===== src/rtl/sdram_align_pkg.sv =====
package sdram_align_pkg;
  typedef enum logic {
    DIR_WR = 1'b0,
    DIR_RD = 1'b1
  } burst_dir_e;
endpackage


===== src/rtl/sdram_cke_ctrl.sv =====
module sdram_cke_ctrl (
  input  logic clk_i,
  input  logic rst_ni,
  input  logic susp_req_i,
  output logic cke_o,
  output logic adv_o
);
  logic cke_q, cke_d1_q;

  always_ff @(posedge clk_i or negedge rst_ni) begin
    if (!rst_ni) begin
      cke_q    <= 1'b1;
      cke_d1_q <= 1'b1;
    end else begin
      cke_q    <= ~susp_req_i;
      cke_d1_q <= cke_q;
    end
  end

  assign cke_o = cke_q;
  // device samples CKE one edge before the edge it gates
  assign adv_o = cke_d1_q;


  susp_cke_chk: assert property (@(posedge clk_i) disable iff (!rst_ni)
    susp_req_i |=> !cke_o);

  frz_follow_chk: assert property (@(posedge clk_i) disable iff (!rst_ni)
    !cke_o |=> !adv_o);
endmodule


===== src/rtl/sdram_burst_seq.sv =====
module sdram_burst_seq
  import sdram_align_pkg::*;
#(
  parameter int BL    = 4,
  parameter int LANES = 2,
  parameter int CL    = 2,
  localparam int MW   = BL * LANES,
  localparam int TW   = $clog2(CL + BL + 1)
) (
  input  logic          clk_i,
  input  logic          rst_ni,
  input  logic          rd_start_i,
  input  logic          wr_start_i,
  input  logic [MW-1:0] mask_i,
  input  logic          adv_i,
  output logic          act_o,
  output burst_dir_e    dir_o,
  output logic [TW-1:0] tick_o,
  output logic [MW-1:0] mask_o
);
  localparam logic [TW-1:0] LastRd = TW'(CL + BL - 1);
  localparam logic [TW-1:0] LastWr = TW'(BL - 1);

  logic          busy_q;
  burst_dir_e    dir_q;
  logic [TW-1:0] cnt_q;
  logic [MW-1:0] mask_q;
  logic          start, done;
  logic [TW-1:0] last;

  assign start = rd_start_i | wr_start_i;

  always_comb begin
    if (start) begin
      tick_o = '0;
      dir_o  = rd_start_i ? DIR_RD : DIR_WR;
      mask_o = mask_i;
    end else begin
      tick_o = adv_i ? cnt_q + TW'(1) : cnt_q;
      dir_o  = dir_q;
      mask_o = mask_q;
    end
  end

  assign act_o = start | busy_q;
  assign last  = (dir_o == DIR_RD) ? LastRd : LastWr;
  assign done  = act_o & adv_i & (tick_o == last);

  always_ff @(posedge clk_i or negedge rst_ni) begin
    if (!rst_ni) begin
      busy_q <= 1'b0;
      dir_q  <= DIR_WR;
      cnt_q  <= '0;
      mask_q <= '0;
    end else begin
      busy_q <= act_o & ~done;
      if (act_o) cnt_q <= tick_o;
      if (start) begin
        dir_q  <= dir_o;
        mask_q <= mask_i;
      end
    end
  end


  start_idle_chk: assert property (@(posedge clk_i) disable iff (!rst_ni)
    start |-> !busy_q);

  one_dir_chk: assert property (@(posedge clk_i) disable iff (!rst_ni)
    !(rd_start_i && wr_start_i));

  start_adv_chk: assert property (@(posedge clk_i) disable iff (!rst_ni)
    start |-> adv_i);

  tick_hold_chk: assert property (@(posedge clk_i) disable iff (!rst_ni)
    (busy_q && !adv_i) |-> tick_o == $past(tick_o));
endmodule


===== src/rtl/sdram_dqm_sel.sv =====
module sdram_dqm_sel
  import sdram_align_pkg::*;
#(
  parameter int BL    = 4,
  parameter int LANES = 2,
  parameter int CL    = 2,
  localparam int MW   = BL * LANES,
  localparam int TW   = $clog2(CL + BL + 1)
) (
  input  logic             clk_i,
  input  logic             rst_ni,
  input  logic             act_i,
  input  burst_dir_e       dir_i,
  input  logic [TW-1:0]    tick_i,
  input  logic [MW-1:0]    mask_i,
  input  logic             adv_i,
  output logic [LANES-1:0] dqm_o,
  output logic             rd_beat_o,
  output logic [LANES-1:0] rd_keep_o,
  output logic             wr_beat_o
);
  // read mask leads data by two device clocks
  localparam int RdLead = CL - 2;

  logic is_rd, is_wr;
  assign is_rd = act_i & (dir_i == DIR_RD);
  assign is_wr = act_i & (dir_i == DIR_WR);

  always_comb begin
    dqm_o     = '0;
    rd_beat_o = 1'b0;
    rd_keep_o = '0;
    wr_beat_o = 1'b0;
    for (int k = 0; k < BL; k++) begin
      if (is_wr && int'(tick_i) == k) begin
        dqm_o     = mask_i[k*LANES +: LANES];
        wr_beat_o = adv_i;
      end
      if (is_rd && int'(tick_i) == k + RdLead)
        dqm_o = mask_i[k*LANES +: LANES];
      if (is_rd && adv_i && int'(tick_i) == k + CL) begin
        rd_beat_o = 1'b1;
        rd_keep_o = ~mask_i[k*LANES +: LANES];
      end
    end
  end


  dqm_frz_chk: assert property (@(posedge clk_i) disable iff (!rst_ni)
    (act_i && !adv_i) |-> $stable(dqm_o));
endmodule


===== src/rtl/sdram_mask_aligner.sv =====
module sdram_mask_aligner
  import sdram_align_pkg::*;
#(
  parameter int BL    = 4,
  parameter int LANES = 2,
  parameter int CL    = 2,
  localparam int MW   = BL * LANES,
  localparam int TW   = $clog2(CL + BL + 1)
) (
  input  logic             clk_i,
  input  logic             rst_ni,
  input  logic             rd_start_i,
  input  logic             wr_start_i,
  input  logic [MW-1:0]    mask_i,
  input  logic             susp_req_i,
  output logic             cke_o,
  output logic [LANES-1:0] dqm_o,
  output logic             rd_beat_o,
  output logic [LANES-1:0] rd_keep_o,
  output logic             wr_beat_o
);
  logic          adv, act;
  burst_dir_e    dir;
  logic [TW-1:0] tick;
  logic [MW-1:0] mask;

  sdram_cke_ctrl u_cke (
    .clk_i      (clk_i),
    .rst_ni     (rst_ni),
    .susp_req_i (susp_req_i),
    .cke_o      (cke_o),
    .adv_o      (adv)
  );

  sdram_burst_seq #(.BL(BL), .LANES(LANES), .CL(CL)) u_seq (
    .clk_i      (clk_i),
    .rst_ni     (rst_ni),
    .rd_start_i (rd_start_i),
    .wr_start_i (wr_start_i),
    .mask_i     (mask_i),
    .adv_i      (adv),
    .act_o      (act),
    .dir_o      (dir),
    .tick_o     (tick),
    .mask_o     (mask)
  );

  sdram_dqm_sel #(.BL(BL), .LANES(LANES), .CL(CL)) u_sel (
    .clk_i     (clk_i),
    .rst_ni    (rst_ni),
    .act_i     (act),
    .dir_i     (dir),
    .tick_i    (tick),
    .mask_i    (mask),
    .adv_i     (adv),
    .dqm_o     (dqm_o),
    .rd_beat_o (rd_beat_o),
    .rd_keep_o (rd_keep_o),
    .wr_beat_o (wr_beat_o)
  );


  rd_frz_chk: assert property (@(posedge clk_i) disable iff (!rst_ni)
    rd_beat_o |-> $past(cke_o));

  wr_frz_chk: assert property (@(posedge clk_i) disable iff (!rst_ni)
    wr_beat_o |-> $past(cke_o));

  beat_excl_chk: assert property (@(posedge clk_i) disable iff (!rst_ni)
    !(rd_beat_o && wr_beat_o));
endmodule


===== config.mk =====
export PLATFORM = sky130hd
export DESIGN_NAME = sdram_mask_aligner
export DESIGN_NICKNAME = d
export VERILOG_FILES = /design/src/rtl/sdram_align_pkg.sv /design/src/rtl/sdram_cke_ctrl.sv /design/src/rtl/sdram_burst_seq.sv /design/src/rtl/sdram_dqm_sel.sv /design/src/rtl/sdram_mask_aligner.sv
export SDC_FILE = /design/constraint.sdc
export NUM_CORES = 1
export LEC_CHECK = 0
export BUFFER_PORTS_ARGS = -buffer_cell sky130_fd_sc_hd__buf_2
export CORE_MARGIN = 2
export CORE_UTILIZATION = 30
export DETAILED_ROUTE_END_ITERATION = 12
export HOLD_SLACK_MARGIN = 0.06
export PLACE_DENSITY = 0.51
export RECOVER_POWER = 50
export SLEW_MARGIN = 20
export SYNTH_ARGS = -nofsm -noshare
export SYNTH_HDL_FRONTEND = slang
export SYNTH_SLANG_ARGS = --single-unit
export TNS_END_PERCENT = 50

===== constraint.sdc =====
create_clock -name clk_i -period 5.1 [get_ports clk_i]
set_input_delay 1.02 -clock clk_i [delete_from_list [all_inputs] [get_ports clk_i]]
set_output_delay 1.02 -clock clk_i [all_outputs]
set_load 0.01 [all_outputs]

### Word-level counts from Yosys, hierarchy flattened

Index checks and enable logic that the tools add are counted.

* word-level logic and storage cells: 67
* flip-flop bits (word level): 15

* equal/unequal tests: 6
* bitwise logic cells: 14
* mux-type cells: 26
* reduce and logical (&&, ||, !) cells: 14
* add/sub/neg operators: 1

Operator list (number)
* $mux W2: 12
* $logic_and A1 B1 Y1: 13
* $eq A3 B3 Y1 const B: 4
* $mux W1: 10
* $mux W3: 3
* $mux W8: 1
* $not A2 Y2: 4
* $and A1 B1 Y1: 5
* $add A3 B1 Y3 const B: 1
* $eq A3 B2 Y1 const B: 1
* $eq A3 B3 Y1: 1
* $logic_not A3 Y1: 1
* $not A1 Y1: 3
* $or A1 B1 Y1: 2

### Logic depth before layout (Yosys ltp)

Gate-level depths: netlist of run 1.

* depth after elaboration: 13
* gate-level depth with buffers: 6
* gate-level depth less buffers: 5

### By module

Synthesis of run 1 repeated with hierarchy kept, for this count alone.

* cells, all modules: 73
* area total of the unflattened synthesis: 839.6 um^2

Modules (own cells, without submodules)
* sdram_burst_seq: cells each 51, area an instance 638.1 um^2, times used 1, seq. area each 325.3 um^2
* sdram_dqm_sel: cells each 19, area an instance 145.1 um^2, times used 1, seq. area each 0.0 um^2
* sdram_cke_ctrl: cells each 3, area an instance 56.3 um^2, times used 1, seq. area each 52.6 um^2

### Least setup slack after synthesis of run 1

No wires, ideal clock.

* path kind: in2out
* start: input port rd_start_i
* end: output port rd_keep_o[1]
* path slack: 1975 ps
* arrival time: 2105 ps
* cell stages on the path: 5
* path through: buf_4 -> nor2_2 -> mux2_2 -> a21bo_1 -> a21boi_1

* elaborated cells between the ends (all ways): 24
* classes of those cells: 4 x eq/ne; 8 x mux; 7 x bitwise; 5 x reduce/logical

RTL lines
* start, declared: line sdram_mask_aligner.sv:12 `input logic rd_start_i,`
* $or A1 B1 Y1: line sdram_burst_seq.sv:31 `assign start = rd_start_i | wr_start_i;`
* $mux W8
* named net mask[5]: line sdram_mask_aligner.sv:25 `logic [MW-1:0] mask;`
* $not A2 Y2: line sdram_dqm_sel.sv:43 `rd_keep_o = ~mask_i[k*LANES +: LANES];`
* $mux W2 (2 in series): line sdram_dqm_sel.sv:41 `if (is_rd && adv_i && int'(tick_i) == k + CL) begin`
* end, declared: line sdram_mask_aligner.sv:19 `output logic [LANES-1:0] rd_keep_o,`

The timed path passes the listed nets, and every way through them passes these cells.

### Worst setup path after layout of run 1

* start: input port wr_start_i
* end: output port rd_keep_o[1]

* elaborated cells between the ends (all ways): 23
* classes of those cells: 4 x eq/ne; 7 x mux; 7 x bitwise; 5 x reduce/logical

RTL lines
* start, declared: line sdram_mask_aligner.sv:13 `input logic wr_start_i,`
* $or A1 B1 Y1: line sdram_burst_seq.sv:31
* $mux W8
* named net mask[5]: line sdram_mask_aligner.sv:25
* $not A2 Y2: line sdram_dqm_sel.sv:43
* $mux W2 (2 in series): line sdram_dqm_sel.sv:41

The timed path passes the listed nets, and every way through them passes these cells.

==> results of run 1 <==
-- routing by layer --
layer  vias up  GRT usage (%)  wire length (um)
met2        17           19.1              1190
met4         0           3.83                30
li1        470              -                 -
met1       416           19.2              1410
met3         4           2.73                92
met5         -              0                 0
-- flip-flops by register name, indices dropped and copies added (netlist names) --
register / count
u_cke.cke_o: 1
u_seq.dir_q: 1
u_cke.adv_o: 1
u_seq.cnt_q: 3
u_seq.mask_q: 8
u_seq.busy_q: 1
-- power by group through the flow --
stage	clock network, uW	registers, uW	logic (uW)
finish	101	137	51.7
global placement	0	139	52.0
CTS	105	138	52.7
detailed placement	0	140	52.4
global route	111	139	57.7
floorplan	0	133	45.6
-- cells by family after synthesis --
logic type | count (synthesis)
and+or+nand+nor | 59
AOI/OAI and AO/OA | 26
DFF | 15
buffers and inverters | 14
muxes | 6
xor gates and xnor gates | 5
adders and majority gates | 1
-- layout by cell type (no fill, tap or decap), types with 3 or more instances in the layout --
cell type | Yosys | routed
sky130_fd_sc_hd__nor2_1 | 10 | 10
sky130_fd_sc_hd__dfrtp_1 | 13 | 13
sky130_fd_sc_hd__a211oi_1 | 4 | 4
sky130_fd_sc_hd__nand2_1 | 23 | 23
sky130_fd_sc_hd__buf_2 | 2 | 17
sky130_fd_sc_hd__a21oi_1 | 4 | 4
sky130_fd_sc_hd__mux2i_1 | 3 | 3
sky130_fd_sc_hd__o31ai_1 | 3 | 3
sky130_fd_sc_hd__nand3_1 | 4 | 4
sky130_fd_sc_hd__inv_1 | 4 | 4
sky130_fd_sc_hd__clkbuf_8 | 0 | 3
sky130_fd_sc_hd__nand3b_1 | 3 | 3
-- layout make-up --
cell class | instances | area [um^2] | area share [%]
Timing Repair Buffer | 19 | 92.6 | 7.33
Clock buffer | 3 | 41.3 | 3.27
Multi-Input combinational cell | 97 | 669 | 53.0
Clock inverter | 1 | 7.51 | 0.594
Sequential cell | 15 | 378 | 29.9
Tap cell | 48 | 60.1 | 4.75
Inverter | 4 | 15.0 | 1.19
-- worst max-delay path, cell delays in order --
cell,delay (ps)
sky130_fd_sc_hd__clkbuf_1,180
sky130_fd_sc_hd__nor2_2,480
sky130_fd_sc_hd__mux2_2,410
sky130_fd_sc_hd__a21bo_1,200
sky130_fd_sc_hd__a21boi_1,140
sky130_fd_sc_hd__buf_2,150
-- worst max-delay path by stage --
stage / from / end / slack, ps / cells past startpoint
after floorplan: rd_start_i / rd_keep_o[1] / 1970 / 5
after global placement: wr_start_i / rd_keep_o[1] / 1590 / 6
after detailed placement: wr_start_i / rd_keep_o[1] / 1570 / 6
after CTS: wr_start_i / rd_keep_o[1] / 1560 / 6
after global routing: wr_start_i / rd_keep_o[1] / 1360 / 6
final: wr_start_i / rd_keep_o[1] / 1500 / 6
-- metrics by stage --
stage	power [uW]	util, %	setup WS, ps	cells
floorplan	179	-	1970	126
global placement	191	33.0	1590	183
detailed placement	192	33.0	1570	183
CTS	296	34.3	1560	187
global route	308	34.3	1360	187
finish	290	34.3	1500	187
==> results.txt, run 1 <==
----------------------------------------------------
[Outcome]
  Outcome ... completed

[STA]
  Minimum period implied by the final worst setup slack ... 3600 ps
  F_max ... 277 MHz
  Worst hold slack ... around 370 ps
  Fin. max-slew vios ... 0
  Final number of hold-violating endpoints ... 0
  Total negative slack for setup checks ... 0 ps
  Unrepaired setup endpoints after global routing ... false
  Slew of the pin with the lowest slew margin ... approximately 900 ps
  Headroom to the max-slew limit ... around two fifths
  Worst clock skew ... 2.26 ps
  Final setup violation count ... 0
  Share of the cycle needed by the critical path after routing ... 70.7%

[Synth]
  Ys Warns ... 0
  Async set-reset flop share out of synthesis ... 100%
  Share of the synthesized area in compound gates (AO/OA/AOI/OAI) ... approximately 16%
  Fraction of the mapped netlist area in simple logic gates ... 28.5%
  Ranking of synthesized cells by instance count ... sky130_fd_sc_hd__nand2_1 (23), sky130_fd_sc_hd__dfrtp_1 (13), sky130_fd_sc_hd__nor2_1 (10), sky130_fd_sc_hd__buf_6 (6)
  Share of the synthesized area in the top cell type ... roughly 28%
  Number of library cell types mapped by synthesis ... between 40 and 50
  Most used DFF post-synth ... sky130_fd_sc_hd__dfrtp_1
  Mean post-synth cell area ... 9.17 um^2
  Cell taking the most area after synthesis ... sky130_fd_sc_hd__dfrtp_1
  Count of flip-flops with a built-in enable after synthesis ... 0
  Post-synthesis sequential element count ... 15
  Share of cell area taken by muxes after synthesis ... 6.07%
  Post-synthesis adder-cell area fraction ... 1.08%
  Library cell with the highest instance count after synthesis ... sky130_fd_sc_hd__nand2_1
  Register area share after synthesis ... around a third
  Leading post-synthesis cells by cell area ... sky130_fd_sc_hd__dfrtp_1 (28%), sky130_fd_sc_hd__nand2_1 (7.5%), sky130_fd_sc_hd__buf_6 (5.9%)
  Mapped cell area ... between 0.001 and 0.0015 mm^2
  Number of nets produced by synthesis ... between 100 and 150
  Synthesized-area fraction occupied by xor and xnor cells ... between 6 and 7%
  Largest family of logic cells by synthesized area ... simple AND/OR/NAND/NOR gates
  Instance count of the mapped netlist ... ~130

[Clocking]
  Clk sinks ... 15
  Setup Buffers After CTS ... 0
  Clock transition at the register clock pins on the worst setup and hold paths after CTS ... approximately 70 ps
  Root buffer cell ... sky130_fd_sc_hd__clkbuf_8
  H-tree levels ... 1
  # resized after CTS ... 0
  CTS tree ... yes
  TritonCTS Buffers ... 3
  Clock Tree Buf Depth ... 2
  Total of hold buffers inserted after clock tree synthesis ... 0
  Latest clock arrival within the worst-skew pair ... about 250 ps

[Setup path]
  Worst Path Max Fanout ... 14
  Reg-to-reg startpoint ... u_seq.cnt_q[0]
  Launching element type of the critical path ... input pin
  Critical register-to-register path endpoint ... u_seq.busy_q
  Reg2reg setup slack ... 3280 ps
  Category of the worst setup path capture point ... output pin
  Required time reported for the critical path endpoint ... a little over 4000 ps
  Critical setup path kind ... input pin to output pin
  Number of cells traversed by the worst register-to-register path ... 5
  Data arrival at the endpoint of the critical path ... around 2600 ps

[Placed design]
  Post-DP HPWL ... roughly 2000 um
  Total placed instance area ... approximately 0.0012 mm^2
  Placer's final routability congestion estimate ... between 0.8 and 0.9
  IO Port Bufs ... 19

[Power and ir drop]
  Switching power summed over all nets ... ~86 uW
  Areal power density over the cells ... around 230 mW/mm^2
  Proportion of total power due to net switching ... ~30%
  Leakage power summed over all cells ... 0.000548 uW
  Peak ir drop on the vdd network ... between 100 and 150 uV
  Combinational cell fraction of total power ... about 18%
  Cell internal pwr ... between 200 and 250 uW
  Share of power burned in the clock network ... roughly a third
  Seq pwr share ... a little under half

[Global route]
  First-pass GRT wire length ... around 4300 um
  Remaining Overflow, GRT ... 0
  Global router's overall resource usage ... 13.0%
  Initial antenna violation count ... 0
  Number of global-route vias before repair ... between 800 and 900
  Maximum number of pins on one net before global-route repair ... 19

[Floorplanning]
  # rows ... 22
  Number of top-level design ports ... 20
  Placeable Area ... approximately 0.0037 mm^2
  DIE HEIGHT ... 66.0 um
  Die boundary width ... roughly 66 um
  Initial Utilization ... 31.3%
  Total die area ... 0.00436 mm^2

[Hold path]
  Endpoint with the worst hold slack ... u_cke.adv_o
  Tightest Hold Check Type ... register to register
  Hold depth ... 0
  Startpoint of the lowest-slack hold path ... u_cke.cke_o

[Drt]
  Detail-routed net length per standard cell ... about 15 um
  Antenna viol nets, final ... 0
  Count of unresolved DRC violations after routing ... 0
  Drt pass-1 iters ... 4
  Via density per instance ... between 4 and 5
  Number of violations reported at the end of detailed-routing iteration 0 ... 61
  Total wirelength of the detailed-routed design ... roughly 2700 um
  Vias after detailed routing ... 907

[Cells and area]
  Number of antenna cells inserted ... 0
  Post-layout instance area ... 0.00126 mm^2
  Number of fill cells in the layout ... 416
  Layout Area Growth over Synthesis ... 9.43%
  Layout cells sized above 1 ... around a quarter
  Layout net count ... approximately 150

[Job]
  Max-Cap Viols ... 0

----------------------------------------------------
Power figures use the tool's default switching activity.
==> inputs of run 2 (changes only) <==
--- a/config.mk
+++ b/config.mk
@@ -5,12 +5,13 @@
 export SDC_FILE = /design/constraint.sdc
 export NUM_CORES = 1
 export LEC_CHECK = 0
+export ABC_AREA = 1
 export BUFFER_PORTS_ARGS = -buffer_cell sky130_fd_sc_hd__buf_2
 export CORE_MARGIN = 2
 export CORE_UTILIZATION = 30
 export DETAILED_ROUTE_END_ITERATION = 12
 export HOLD_SLACK_MARGIN = 0.06
-export PLACE_DENSITY = 0.51
+export PLACE_DENSITY = 0.52
 export RECOVER_POWER = 50
 export SLEW_MARGIN = 20
 export SYNTH_ARGS = -nofsm -noshare
==> constraint.sdc (replaced) <==
create_clock -name clk_i -period 3.32 [get_ports clk_i]
set_input_delay 0.664 -clock clk_i [delete_from_list [all_inputs] [get_ports clk_i]]
set_output_delay 0.664 -clock clk_i [all_outputs]
set_load 0.01 [all_outputs]
==> run 2 against run 1 <==
  * First-iteration DRC count fell by 46%
  * Global-route usage rose by 0.83 points
  * Synthesized cell count rose by 11%
  * Core utilization rose by 1.2 points
  * Synthesized area fell by 12%
  * Wire length fell by 12%
  * Register-to-register slack got worse by 1500 ps
  * Critical path type unchanged
  * Largest power group unchanged
  * Highest routed layer unchanged
==> results.txt, run 2 <==
----------------------------------------------------
[Setup path]
  Worst Path Max Fanout ... 17 (+3)
  WP buf/inv ... 3 (+1)
  Data arrival at the endpoint of the critical path ... 2010 ps (-570 ps)
  Family with the most delay on the worst path ... simple AND/OR/NAND/NOR gates
  Required time reported for the critical path endpoint ... 2660 ps (-1420 ps)
  Launching element type of the critical path ... input pin
  Critical path's largest stage delay ... 320 ps (-160 ps)
  Critical setup path kind ... input pin to output pin
  Critical-path cell list ... clkbuf_1, nor2_8, nand3_4, inv_1, nand2_1, nor2_4, nor2_1, a21oi_1, buf_2
  Category of the worst setup path capture point ... output pin
  Critical-path top delay cell ... sky130_fd_sc_hd__nor2_8

[Global route]
  Initial antenna violation count ... 0 (unchanged)
  Global router's overall resource usage ... 13.9% (+0.83 points)
  Number of global-route vias before repair ... 961 (+11%)
  Remaining Overflow, GRT ... 0 (unchanged)
  First-pass GRT wire length ... 4350 um (+0.16%)
  Maximum number of pins on one net before global-route repair ... 18 (-1)

[Placed design]
  Post-DP HPWL ... 1860 um (-8.9%)
  IO Port Bufs ... 19 (unchanged)
  Total placed instance area ... 0.00115 mm^2 (-5.7%)
  Placer's final routability congestion estimate ... 0.876 (+0.86%)

[STA]
  Slew of the pin with the lowest slew margin ... 882 ps (-11.1 ps)
  Share of the cycle needed by the critical path after routing ... roughly 81%
  Headroom to the max-slew limit ... 41.2% (+0.74 points)
  Unrepaired setup endpoints after global routing ... false
  Fin. max-slew vios ... 0 (unchanged)
  Total negative slack for setup checks ... 0 ps (unchanged)
  Worst clock skew ... 2.12 ps (-0.135 ps)
  F_max ... ~370 MHz
  Final setup violation count ... 0 (unchanged)
  Minimum period implied by the final worst setup slack ... 2680 ps
  Final number of hold-violating endpoints ... 0 (unchanged)

[Synth]
  Instance count of the mapped netlist ... 140 (+11%)
  Cell taking the most area after synthesis ... sky130_fd_sc_hd__dfrtp_1
  Post-synthesis sequential element count ... 15 (unchanged)
  Mean post-synth cell area ... 7.27 um^2 (-21%)
  Library cell with the highest instance count after synthesis ... sky130_fd_sc_hd__nand2_1
  Async set-reset flop share out of synthesis ... 100% (unchanged)
  Mapped cell area ... 0.00102 mm^2 (-12%)
  Ranking of synthesized cells by instance count ... sky130_fd_sc_hd__nand2_1 (33), sky130_fd_sc_hd__inv_1 (27), sky130_fd_sc_hd__nand3_1 (15), sky130_fd_sc_hd__dfrtp_1 (13), sky130_fd_sc_hd__nor2_1 (9)
  Share of the synthesized area in the top cell type ... 31.9% (+3.8 points)
  Most used DFF post-synth ... sky130_fd_sc_hd__dfrtp_1
  Register area share after synthesis ... 37.1% (+4.4 points)
  Leading post-synthesis cells by cell area ... sky130_fd_sc_hd__dfrtp_1 (32%), sky130_fd_sc_hd__nand2_1 (12%), sky130_fd_sc_hd__inv_1 (10%)
  Number of nets produced by synthesis ... 154 (+10%)
  Ys Warns ... 0 (unchanged)
  Number of library cell types mapped by synthesis ... 25 (-49%)
  Count of flip-flops with a built-in enable after synthesis ... 0 (unchanged)

[Cells and area]
  Most common library cell in the layout ignoring fill and taps ... sky130_fd_sc_hd__nand2_1
  Post-layout instance area ... 0.00117 mm^2 (-7.2%)
  Leading cell types in the layout, fill and taps excluded ... sky130_fd_sc_hd__nand2_1 (33), sky130_fd_sc_hd__inv_1 (27), sky130_fd_sc_hd__buf_2 (17)
  Register ranked first by flip-flop count ... u_seq.mask_q
  Regs by FF count ... u_seq.mask_q x8, u_seq.cnt_q x3
  Largest register FFs ... 8 (unchanged)
  Number of antenna cells inserted ... 0 (unchanged)
  Layout net count ... 176 (+14%)
  Layout Area Growth over Synthesis ... 15.1%
  Layout cells sized above 1 ... 24.8% (+0.38 points)
  End-of-flow core utilization ... 35.4% (+1.2 points)

[Floorplanning]
  # rows ... 21 (-4.5%)
  Total die area ... 0.00388 mm^2 (-11%)
  Placeable Area ... 0.00331 mm^2 (-10%)
  Number of top-level design ports ... 20 (unchanged)
  Initial Utilization ... 30.8% (-0.55 points)
  Die boundary width ... 62.3 um (-5.7%)
  DIE HEIGHT ... 62.3 um (-5.7%)

[Power and ir drop]
  Leakage power summed over all cells ... 0.000632 uW (+15%)
  Peak ir drop on the vdd network ... 129 uV (+28%)
  Share of power burned in the clock network ... 28.2% (-6.7 points)
  Combinational cell fraction of total power ... 20.0% (+2.2 points)
  Seq pwr share ... 51.8% (+4.5 points)
  Switching power summed over all nets ... 120 uW (+39%)
  Areal power density over the cells ... 330 mW/mm^2 (+44%)
  Proportion of total power due to net switching ... 30.9% (+1.2 points)
  Cell internal pwr ... 268 uW (+31%)

[Clocking]
  # resized after CTS ... 0 (unchanged)
  Clk sinks ... 15 (unchanged)
  Total of hold buffers inserted after clock tree synthesis ... 0 (unchanged)
  CTS tree ... yes
  TritonCTS Buffers ... 3 (unchanged)
  Clock Tree Buf Depth ... 2 (unchanged)
  Latest clock arrival within the worst-skew pair ... 290 ps (+40 ps)
  Clock transition at the register clock pins on the worst setup and hold paths after CTS ... 90 ps (+20 ps)
  Setup Buffers After CTS ... 0 (unchanged)
  Root buffer cell ... sky130_fd_sc_hd__clkbuf_4
  H-tree levels ... 1 (unchanged)

[Drt]
  Detail-routed net length per standard cell ... 11.6 um (-20%)
  Number of violations reported at the end of detailed-routing iteration 0 ... 33 (-46%)
  Vias after detailed routing ... 908 (+0.11%)
  Antenna viol nets, final ... 0 (unchanged)
  Drt pass-1 iters ... 4 (unchanged)
  Count of unresolved DRC violations after routing ... 0 (unchanged)
  Via density per instance ... 4.39 (-9.6%)
  Total wirelength of the detailed-routed design ... 2400 um (-12%)

[Job]
  Max-Cap Viols ... 0 (unchanged)

[Hold path]
  Tightest Hold Check Type ... register to register

[Outcome]
  Outcome ... completed

----------------------------------------------------
## run 2: cell types whose count changed after synthesis, sizes merged, moves of 6 or more
cell | before | now
buf | 10 | 2
inv | 4 | 29
nand2 | 23 | 42
nand3 | 4 | 17
o21ai | 3 | 9
## run 2: path summary, 6_finish.rpt
check,from,to,slack [ps],cells past startpoint
worst min-delay path,u_cke.cke_o,u_cke.adv_o,370,0
worst max register to register,u_seq.cnt_q[1],u_seq.busy_q,1770,10
worst min register to register,u_cke.cke_o,u_cke.adv_o,370,0
max in group asynchronous,rst_ni,u_seq.cnt_q[2],2320,1
worst max-delay path,wr_start_i,dqm_o[1],640,9
min in group asynchronous,rst_ni,u_seq.mask_q[0],460,1
## run 2: logic make-up after synthesis
logic type / count (synthesis) / share of synthesized area [%]
AO/OA/AOI/OAI: 13 / 6.76
adder cells (fa/ha/maj): 1 / 1.23
buffers and inverters: 31 / 12.9
flip-flops: 15 / 37.1
AND/OR/NAND/NOR: 80 / 42.0
## run 2: power by group through the flow
stage / Sequential, uW / Clock (uW) / Combinational [uW]
global route: 202 / 121 / 89.7
global placement: 204 / 0 / 76.9
floorplan: 202 / 0 / 53.6
detailed placement: 204 / 0 / 78.1
finish: 201 / 109 / 77.7
CTS: 201 / 115 / 78.8
## run 2: routing by layer
metal | share of wire (%) | routed length (um) | global-route usage (%)
met1 | 48 | 1160 | 17.7
met2 | 48 | 1160 | 24.2
met3 | 3.0 | 72 | 3.26
met4 | 0.50 | 12 | 2.22
met5 | 0 | 0 | 0
## run 2: through the flow
stage	setup slack [ps]	power, uW	cells	hold slack (ps)
final	643	387	207	372
after global routing	479	413	207	377
after CTS	669	395	207	273
after detailed placement	696	282	203	360
after global placement	727	281	203	356
after floorplan	1180	256	140	368
## run 2: final cells by class
cell class,instances,area [um^2]
Fill cell,374,2140
Multi-Input combinational cell,94,509
Sequential cell,15,378
Inverter,29,109
Timing Repair Buffer,19,92.6
Tap cell,46,57.6
Clock buffer,4,26.3
==> inputs of run 3 (changes only) <==
--- a/config.mk
+++ b/config.mk
@@ -5,13 +5,13 @@
 export SDC_FILE = /design/constraint.sdc
 export NUM_CORES = 1
 export LEC_CHECK = 0
-export ABC_AREA = 1
+export ABC_AREA = 0
 export BUFFER_PORTS_ARGS = -buffer_cell sky130_fd_sc_hd__buf_2
 export CORE_MARGIN = 2
 export CORE_UTILIZATION = 30
 export DETAILED_ROUTE_END_ITERATION = 12
 export HOLD_SLACK_MARGIN = 0.06
-export PLACE_DENSITY = 0.52
+export PLACE_DENSITY = 0.53
 export RECOVER_POWER = 50
 export SLEW_MARGIN = 20
 export SYNTH_ARGS = -nofsm -noshare
==> constraint.sdc (replaced) <==
create_clock -name clk_i -period 2.26 [get_ports clk_i]
set_input_delay 0.452 -clock clk_i [delete_from_list [all_inputs] [get_ports clk_i]]
set_output_delay 0.452 -clock clk_i [all_outputs]
set_load 0.01 [all_outputs]
==> run 3 against run 2 <==
  * The flow now finishes with violations (negative setup slack)
  * Power grew 78%
  * Design area grew 25%
  * Combinational power grew 120%
  * Clock skew shrank 1.9 ps
  * Wire length grew 17%
  * First-iteration DRC count grew 73%
  * Die area grew 13%
  * Clock power grew 100%
  * Core utilization grew 4.2 points
  * Critical path type is now register to output pin
  * Critical endpoint is now rd_keep_o[0]
==> results.txt, run 3 (synthesis gave the netlist of run 1 again) <==
----------------------------------------------------
[Setup path]
  Critical-path top delay cell ... sky130_fd_sc_hd__dfstp_2
  Worst Path Max Fanout ... 6 (-11)
  Family with the most delay on the worst path ... flip-flops
  Critical-path cell list ... buf_4, xor2_4, mux2i_2, o31ai_1, a21oi_1, buf_2
  Required time reported for the critical path endpoint ... 1810 ps (-850 ps)
  Critical path's largest stage delay ... 580 ps (+260 ps)
  Launching element type of the critical path ... register
  Category of the worst setup path capture point ... output pin
  Critical setup path kind ... register to output pin
  Data arrival at the endpoint of the critical path ... 1880 ps (-130 ps)
  WP buf/inv ... 2 (-1)

[Cells and area]
  Non-filler cells in the finished layout ... 204 (-1.4%)
  Register ranked first by flip-flop count ... u_seq.mask_q
  Layout Area Growth over Synthesis ... 26.5%
  End-of-flow core utilization ... 39.6% (+4.2 points)
  Largest register FFs ... 8 (unchanged)
  Layout net count ... 171 (-2.8%)
  Regs by FF count ... u_seq.mask_q x8, u_seq.cnt_q x3
  Most common library cell in the layout ignoring fill and taps ... sky130_fd_sc_hd__nand2_1
  Leading cell types in the layout, fill and taps excluded ... sky130_fd_sc_hd__nand2_1 (22), sky130_fd_sc_hd__buf_2 (17), sky130_fd_sc_hd__buf_4 (16)
  Number of antenna cells inserted ... 0 (unchanged)
  Layout cells sized above 1 ... 39.7% (+15 points)

[Clocking]
  Total of hold buffers inserted after clock tree synthesis ... 0 (unchanged)
  Clock transition at the register clock pins on the worst setup and hold paths after CTS ... 60 ps (-30 ps)
  TritonCTS Buffers ... 3 (unchanged)
  H-tree levels ... 1 (unchanged)
  Root buffer cell ... sky130_fd_sc_hd__clkbuf_8
  Clock Tree Buf Depth ... 2 (unchanged)
  Latest clock arrival within the worst-skew pair ... 250 ps (-40 ps)
  Clk sinks ... 15 (unchanged)
  CTS tree ... yes

[STA]
  Final number of hold-violating endpoints ... 0 (unchanged)
  Final setup violation count ... 4 (+4)
  Fin. max-slew vios ... 0 (unchanged)
  Worst clock skew ... 0.191 ps (-1.93 ps)
  Share of the cycle needed by the critical path after routing ... 103%
  Minimum period implied by the final worst setup slack ... about 2300 ps
  Slew of the pin with the lowest slew margin ... 836 ps (-46.3 ps)
  F_max ... between 400 and 500 MHz
  Unrepaired setup endpoints after global routing ... true
  Headroom to the max-slew limit ... 44.3% (+3.1 points)
  Final WS setup ... -69.4 ps (-712 ps)
  Total negative slack for setup checks ... -197 ps (-197 ps)

[Floorplanning]
  Die boundary width ... 66.0 um (+6.1%)
  Total die area ... 0.00436 mm^2 (+13%)
  Number of top-level design ports ... 20 (unchanged)
  Initial Utilization ... 31.3% (+0.55 points)
  DIE HEIGHT ... 66.0 um (+6.1%)
  Placeable Area ... 0.00369 mm^2 (+11%)
  # rows ... 22 (+4.8%)

[Global route]
  Global router's overall resource usage ... 15.0% (+1.2 points)
  Initial antenna violation count ... 0 (unchanged)
  Number of global-route vias before repair ... 1053 (+9.6%)
  Met3 usage ... 2.21% (-1.0 points)
  Remaining Overflow, GRT ... 0 (unchanged)
  First-pass GRT wire length ... 5010 um (+15%)
  Met2 layer usage reported by global route ... 23.5% (-0.70 points)
  Global routing's busiest layer ... met2
  Global-route track usage on met1 ... 21.4% (+3.6 points)
  Maximum number of pins on one net before global-route repair ... 16 (-2)

[Outcome]
  Outcome ... finished with violations
  Violations in the final reports ... negative setup slack

[Placed design]
  Placer's final routability congestion estimate ... 0.823 (-6.0%)
  IO Port Bufs ... 19 (unchanged)
  Post-DP HPWL ... 2060 um (+11%)
  Cell count after placement ... 194 (-4.4%)

[Drt]
  Via density per instance ... 5.08 (+16%)
  Number of violations reported at the end of detailed-routing iteration 0 ... 57 (+73%)
  Drt pass-1 iters ... 4 (unchanged)
  Vias after detailed routing ... 1036 (+14%)
  Detail-routed net length per standard cell ... 13.8 um (+19%)
  Total wirelength of the detailed-routed design ... 2810 um (+17%)
  Count of unresolved DRC violations after routing ... 0 (unchanged)
  Antenna viol nets, final ... 0 (unchanged)

[Power and ir drop]
  Peak ir drop on the vdd network ... 263 uV (+100%)
  Leakage power summed over all cells ... 0.000651 uW (+3.0%)
  Areal power density over the cells ... 472 mW/mm^2 (+43%)

[Job]
  Max-Cap Viols ... 0 (unchanged)

[Hold path]
  Tightest Hold Check Type ... input pin to asynchronous set/reset pin

----------------------------------------------------
[run 3: cell types whose count changed in the layout (fill, tap and decap cells not counted), sizes merged, moves of 3 or more]
cell | before | now
a211oi | 0 | 4
buf | 17 | 35
inv | 29 | 4
mux2i | 0 | 4
nand2 | 42 | 23
nand3 | 17 | 4
nand3b | 0 | 3
o21ai | 9 | 3
o31ai | 0 | 3
xor2 | 0 | 3
[run 3: metrics by stage]
stage | setup WS [ps] | cell area (um^2) | hold slack, ps | total power [uW]
after floorplan | 210 | 1150 | 156 | 404
after global placement | 68.3 | 1300 | 359 | 446
after detailed placement | 3.75 | 1300 | 359 | 449
after CTS | -81.2 | 1410 | 116 | 684
after global routing | -205 | 1460 | 307 | 737
final | -69.4 | 1460 | 279 | 689
[run 3: power by group]
group	switching, uW	internal, uW	total (uW)
Combinational	87.4	80.1	168
Clock	95.0	125	220
Sequential	15.3	287	302
Total	198	492	689
[run 3: layer usage]
| layer | routed length [um] | vias up |
|---|---|---|
| met5 | 0 | - |
| met4 | 38 | 0 |
| met3 | 111 | 4 |
| met2 | 1300 | 23 |
| met1 | 1370 | 510 |
| li1 | - | 499 |
[run 3: final cells by class]
cell class	instances	area, um^2
fillers	405	2230
multi-input cells	97	732
well taps	48	60.1
flip-flops and latches	15	378
inverters	4	15.0
clock buffers	4	45.0
repair buffers	36	231
[run 3: worst register-to-register path: cells and delay by family (launching register included)]
family | cells | cell delay, ps
flip-flops | 1 | 580
buffers and inverters | 1 | 150
AND/OR/NAND/NOR | 1 | 120
AO/OA/AOI/OAI | 2 | 280
multiplexers | 1 | 210
[run 3: worst paths after layout]
check	startpoint	endpoint	slack (ps)	cells after the start
max	u_cke.adv_o	rd_keep_o[0]	-70	6
min	rst_ni	u_seq.mask_q[4]	280	1
max reg2reg	u_cke.adv_o	u_seq.busy_q	800	5
min reg2reg	u_cke.cke_o	u_cke.adv_o	370	0
max in group asynchronous	rst_ni	u_seq.cnt_q[0]	1470	1
min in group clk_i	susp_req_i	u_cke.cke_o	300	2
[run 3: what timing repair did]
action | in CTS | in global routing
setup buffers | 5 | 1
endpoints found under the setup margin | 6 | 6
pin swaps | 4 | 2
gates resized for setup | 5 | 10
